### src/rtl/psr_pkg.sv
package psr_pkg;
  localparam int PSR_W  = 8;
  localparam int SEL_W  = $clog2(PSR_W);
  localparam int NFLAG  = 5;
  localparam int POS_I  = 7;
  localparam int POS_T  = 6;
  localparam int POS_H  = 5;
  localparam int POS_S  = 4;
  localparam int POS_V  = 3;
  localparam int POS_N  = 2;
  localparam int POS_Z  = 1;
  localparam int POS_C  = 0;
  // positions inside the five-flag ALU vector
  localparam int FV_H = 4;
  localparam int FV_V = 3;
  localparam int FV_N = 2;
  localparam int FV_Z = 1;
  localparam int FV_C = 0;

  function automatic logic sign_of(input logic n, input logic v);
    return n ^ v;
  endfunction

  function automatic logic [NFLAG-1:0] merge_flags(input logic [NFLAG-1:0] old_f,
                                                   input logic [NFLAG-1:0] new_f,
                                                   input logic [NFLAG-1:0] en);
    return (old_f & ~en) | (new_f & en);
  endfunction
endpackage

### src/rtl/psr_ie_ctl.sv
module psr_ie_ctl (
  input  logic ev_wr,
  input  logic wr_bit,
  input  logic irq_take,
  input  logic irq_return,
  input  logic ie_set,
  input  logic ie_clr,
  input  logic cur,
  output logic nxt
);
  always_comb begin
    if (ev_wr)                     nxt = wr_bit;
    else if (irq_take)             nxt = 1'b0;
    else if (irq_return || ie_set) nxt = 1'b1;
    else if (ie_clr)               nxt = 1'b0;
    else                           nxt = cur;
  end
endmodule

### src/rtl/psr_arith_upd.sv
module psr_arith_upd
  import psr_pkg::*;
(
  input  logic [NFLAG-1:0] cur_flags,
  input  logic             cur_s,
  input  logic [NFLAG-1:0] val,
  input  logic [NFLAG-1:0] en,
  output logic [NFLAG-1:0] nxt_flags,
  output logic             nxt_s,
  output logic             upd
);
  always_comb begin
    upd       = |en;
    nxt_flags = merge_flags(cur_flags, val, en);
    nxt_s     = upd ? sign_of(nxt_flags[FV_N], nxt_flags[FV_V]) : cur_s;
  end
endmodule

### src/rtl/psr_bitcopy.sv
module psr_bitcopy
  import psr_pkg::*;
(
  input  logic             cur_t,
  input  logic             bst_en,
  input  logic [PSR_W-1:0] operand,
  input  logic [SEL_W-1:0] sel,
  output logic             nxt_t
);
  always_comb begin
    nxt_t = bst_en ? operand[sel] : cur_t;
  end
endmodule

### src/rtl/cpu_status_reg.sv
module cpu_status_reg
  import psr_pkg::*;
(
  input  logic             clk,
  input  logic             rst_n,
  input  logic             wr_en,
  input  logic [PSR_W-1:0] wr_data,
  input  logic             irq_take,
  input  logic             irq_return,
  input  logic             ie_set,
  input  logic             ie_clr,
  input  logic [NFLAG-1:0] alu_flag_val,
  input  logic [NFLAG-1:0] alu_flag_en,
  input  logic             bst_en,
  input  logic [PSR_W-1:0] bst_operand,
  input  logic [SEL_W-1:0] bit_sel,
  output logic [PSR_W-1:0] status_q,
  output logic             gie,
  output logic             bld_bit
);
  logic [PSR_W-1:0] word_q;
  logic [PSR_W-1:0] word_d;
  logic             i_nxt;
  logic             t_nxt;
  logic             s_nxt;
  logic [NFLAG-1:0] fl_cur;
  logic [NFLAG-1:0] fl_nxt;

  // named events for the checker
  logic ev_wr;
  logic ev_flag_upd;
  logic ev_bst;
  logic flag_any;

  assign ev_wr       = wr_en;
  assign ev_bst      = bst_en && !wr_en;
  assign ev_flag_upd = flag_any && !wr_en;

  assign fl_cur = {word_q[POS_H], word_q[POS_V], word_q[POS_N],
                   word_q[POS_Z], word_q[POS_C]};

  psr_ie_ctl u_ie (
    .ev_wr      (ev_wr),
    .wr_bit     (wr_data[POS_I]),
    .irq_take   (irq_take),
    .irq_return (irq_return),
    .ie_set     (ie_set),
    .ie_clr     (ie_clr),
    .cur        (word_q[POS_I]),
    .nxt        (i_nxt)
  );

  psr_arith_upd u_ar (
    .cur_flags (fl_cur),
    .cur_s     (word_q[POS_S]),
    .val       (alu_flag_val),
    .en        (alu_flag_en),
    .nxt_flags (fl_nxt),
    .nxt_s     (s_nxt),
    .upd       (flag_any)
  );

  psr_bitcopy u_bc (
    .cur_t   (word_q[POS_T]),
    .bst_en  (bst_en),
    .operand (bst_operand),
    .sel     (bit_sel),
    .nxt_t   (t_nxt)
  );

  always_comb begin
    if (ev_wr) begin
      word_d = wr_data;
    end else begin
      word_d        = '0;
      word_d[POS_I] = i_nxt;
      word_d[POS_T] = t_nxt;
      word_d[POS_H] = fl_nxt[FV_H];
      word_d[POS_S] = s_nxt;
      word_d[POS_V] = fl_nxt[FV_V];
      word_d[POS_N] = fl_nxt[FV_N];
      word_d[POS_Z] = fl_nxt[FV_Z];
      word_d[POS_C] = fl_nxt[FV_C];
    end
  end

  always_ff @(posedge clk) begin
    if (!rst_n) word_q <= '0;
    else        word_q <= word_d;
  end

  assign status_q = word_q;
  assign gie      = word_q[POS_I];
  assign bld_bit  = word_q[POS_T];
endmodule

### config.mk
export PLATFORM = sky130hd
export DESIGN_NAME = cpu_status_reg
export DESIGN_NICKNAME = d
export VERILOG_FILES = /design/src/rtl/psr_pkg.sv /design/src/rtl/psr_ie_ctl.sv /design/src/rtl/psr_arith_upd.sv /design/src/rtl/psr_bitcopy.sv /design/src/rtl/cpu_status_reg.sv
export SDC_FILE = /design/constraint.sdc
export NUM_CORES = 1
export LEC_CHECK = 0
export ABC_AREA = 0
export BUFFER_PORTS_ARGS = -buffer_cell sky130_fd_sc_hd__buf_2
export CAP_MARGIN = 20
export CORE_MARGIN = 10
export CORE_UTILIZATION = 34
export DETAILED_ROUTE_END_ITERATION = 8
export GPL_TIMING_DRIVEN = 1
export PLACE_DENSITY = 0.77
export SLEW_MARGIN = 20
export SYNTH_ARGS = -nofsm -noshare
export SYNTH_HDL_FRONTEND = slang
export SYNTH_SLANG_ARGS = --single-unit
export TNS_END_PERCENT = 5
### constraint.sdc
create_clock -name clk -period 1.15 [get_ports clk]
set_input_delay 0.0575 -clock clk [delete_from_list [all_inputs] [get_ports clk]]
set_output_delay 0.0575 -clock clk [all_outputs]
set_load 0.01 [all_outputs]
==> reports/results.txt <==
HPWL after detailed placement -> 1367 um
Clock transition at path regs -> 0.05 ns
Critical Path Start Type -> flop
Hold crit path type -> input port to flop
Area share of fa/ha/maj cells after synthesis -> 0%
CP max FO -> 2
Initial DRC Count -> 4
Via/cell ratio -> 4.718
Worst reg2reg endpoint -> status_q[4]$_SDFFE_PN0P_
Setup Fix Bufs, Post-CTS -> 0
Mapped Cells -> 58
Number of flops mapped to enable cells by yosys -> 0
# rows -> 13
Share of layout cells above drive strength 1 -> 49.02%
Reg2reg setup slack -> 0.15 ns
Tmin final -> 0.9984 ns
Post-route ant nets -> 0
Delay-heaviest family, CP -> flip-flops
IO buf count -> 46
M1 GR Usage -> 8.148%
WL per Instance -> 13.65 um
YS warnings -> 0
Mapped Avg Cell Area -> 8.111 um^2
Synthesis-to-finish area growth -> 50.80%
Initial Utilization -> 36.15%
Largest family of logic cells by synthesized area -> multiplexers
R2R Path Start -> status_q[3]$_SDFF_PN0_
Met3 usage -> 9.071%
CTS buffer count -> 3
Pleak -> 0.3875 nW
Ys async rst share -> 0%
DR vias -> 552
Dominant synthesized flop cell -> dfxtp_1
Slowest stage delay, CP -> 0.31 ns
Total die area -> 0.003271 mm^2
Min-delay src -> wr_data[1]
Cell Pwr Density -> 995.4 mW/mm^2
Chip width -> 57.20 um
Hold Crit Depth -> 3
Io pins -> 47
Complex-gate fraction of the synthesized area -> 16.49%
CTS Buffer Depth -> 2
Post-Synth Simple-Gate Area -> 18.62%
Clock Latency Late Sink -> 0.25 ns
Final core occ -> 54.52%
FILL cells -> 138
Crit path buf inv count -> 0
Post-synthesis cell type count -> 21
Post-CTS sizing -> 0
Worst hold slack -> 0.03352 ns
Worst VDD drop -> 0.0007866 V
Initial antenna violation count -> 0
GRT overflow -> 0
Critical Path Sink Type -> flop
CTS Hold Bufs -> 0
First-pass GRT wire length -> 2594 um
GP Congestion -> 0.6985
Max Cap Viol -> 0
Slowest library cell on the worst path -> dfxtp_1
First-pass iteration count of the detailed router -> 2
Worst r2r path cells -> 4
Mapped Nets -> 95
Fin crit share -> 86.82%
Final WL -> 1597 um
Clock root cell -> clkbuf_4
CTS tree -> yes
Setup violations, final -> 0
Sequential share of the synthesized area -> 34.04%
Worst-Margin Slew -> 0.2915 ns
H-tree depth -> 1
GRT Max-Usage Layer -> met2
Final setup skew -> 0.0002283 ns
Cell Area, Synth -> 470.5 um^2
RSZ-0062 raised after global routing -> false
Total track usage -> 10.14%
Post-synthesis mux area share -> 19.68%
Largest net degree at the start of global routing -> 19
Die H -> 57.20 um
Final setup TNS -> 0 ns
Status -> finished clean
Finished Layout Cells -> 117
Placed cell count -> 114
Clock tree sinks -> 8
Worst Path Arrival -> 1.13 ns
Path type of the worst setup path -> flop to flop
Slew Limit Fails -> 0
DRC viols -> 0
Slew HR -> 80.57%
Nets@finish -> 141
Diodes inserted -> 0
Xor and xnor area share after synthesis -> 1.862%
Worst-path cell chain -> mux2i_1 > xor2_1 > o2111ai_1 > o21ai_0
Flops & latches, synth -> 8
Fmax -> 1002 MHz
Worst Path Required -> 1.29 ns
Fin. Hold Viols -> 0
Core area -> 0.001301 mm^2
Met2 Track Usage GR -> 17.21%
Vias in the first global route -> 612
==> Yosys cell counts (2+ instances only) <==
cell type,n,area share (%)
dfxtp_1,8,34
mux2i_1,7,15
inv_1,3,2.4
nor2_1,11,8.8
a21oi_1,7,7.4
nand2_1,4,3.2
buf_2,2,2.1
buf_4,3,4.8
==> power by group <==
| group | switching (mW) | internal, mW | leakage [nW] |
|---|---|---|---|
| clock | 0.0956 | 0.119 | 0.0138 |
| combinational | 0.0861 | 0.0985 | 0.307 |
| sequential | 0.00921 | 0.297 | 0.0664 |
==> worst min-delay path, delay by kind of cell <==
| family | cells | cell delay [ns] |
|---|---|---|
| buffers and inverters | 1 | 0.07 |
| and+or+nand+nor | 1 | 0.07 |
| AOI/OAI and AO/OA | 1 | 0.05 |
==> routing by layer <==
metal | part of all wire, % | wire (um) | vias up
li1 | - | - | 292
met1 | 34 | 546 | 232
met2 | 51 | 816 | 26
met3 | 14 | 218 | 2
met4 | 1.0 | 16 | 0
met5 | 0 | 0 | -
==> cell families after synthesis <==
kind of cell    Yosys count
compound gates           13
xor+xnor                  1
buf+inv                   8
flops                     8
mux                       8
simple gates             20
==> cell type report <==
class	instances	area, um^2	share of cell area [%]
clock buffer	3	22.52	3.175
inverter	3	11.26	1.587
multi-input combinational	42	266.5	37.57
sequential	8	160.2	22.58
tap	15	18.77	2.646
timing repair buffer	46	230.2	32.45
==> layout by cell type (no fill, tap or decap) <==
cell        n
a211oi_1    1
mux2i_1     7
a311oi_1    1
inv_1       3
nor3b_1     1
nor4_1      1
dfxtp_1     8
nor2_1     11
nand2b_1    1
nand3_1     1
o21ai_1     1
xor2_1      1
mux4_2      1
nand2_1     4
o211ai_1    1
buf_2      46
o21ai_0     1
a21oi_1     7
or3_1       1
clkbuf_4    3
o2111ai_1   1
==> metrics by stage <==
step           power [mW]  area (um^2)  setup WS (ns)
2_1_floorplan      0.4095        470.5         0.1600
3_3_place_gp       0.4946        686.9         0.1261
3_5_place_dp       0.4991        686.9        0.09243
4_1_cts            0.7213        709.4         0.1452
5_1_grt            0.7593        709.4        0.05551
6_report           0.7062        709.4         0.1516
==> how the worst max path moves through the flow <==
stage,start,end,slack [ns],cells after the start
final,status_q[3]$_SDFF_PN0_,status_q[4]$_SDFFE_PN0P_,0.15,4
after global routing,status_q[3]$_SDFF_PN0_,status_q[4]$_SDFFE_PN0P_,0.06,4
after CTS,status_q[3]$_SDFF_PN0_,status_q[4]$_SDFFE_PN0P_,0.15,4
after detailed placement,bit_sel[0],status_q[6]$_SDFFE_PN0P_,0.09,4
after global placement,bit_sel[0],status_q[6]$_SDFFE_PN0P_,0.13,4
after floorplan,status_q[2]$_SDFF_PN0_,status_q[4]$_SDFFE_PN0P_,0.16,4
Power figures use the tool's default switching activity.
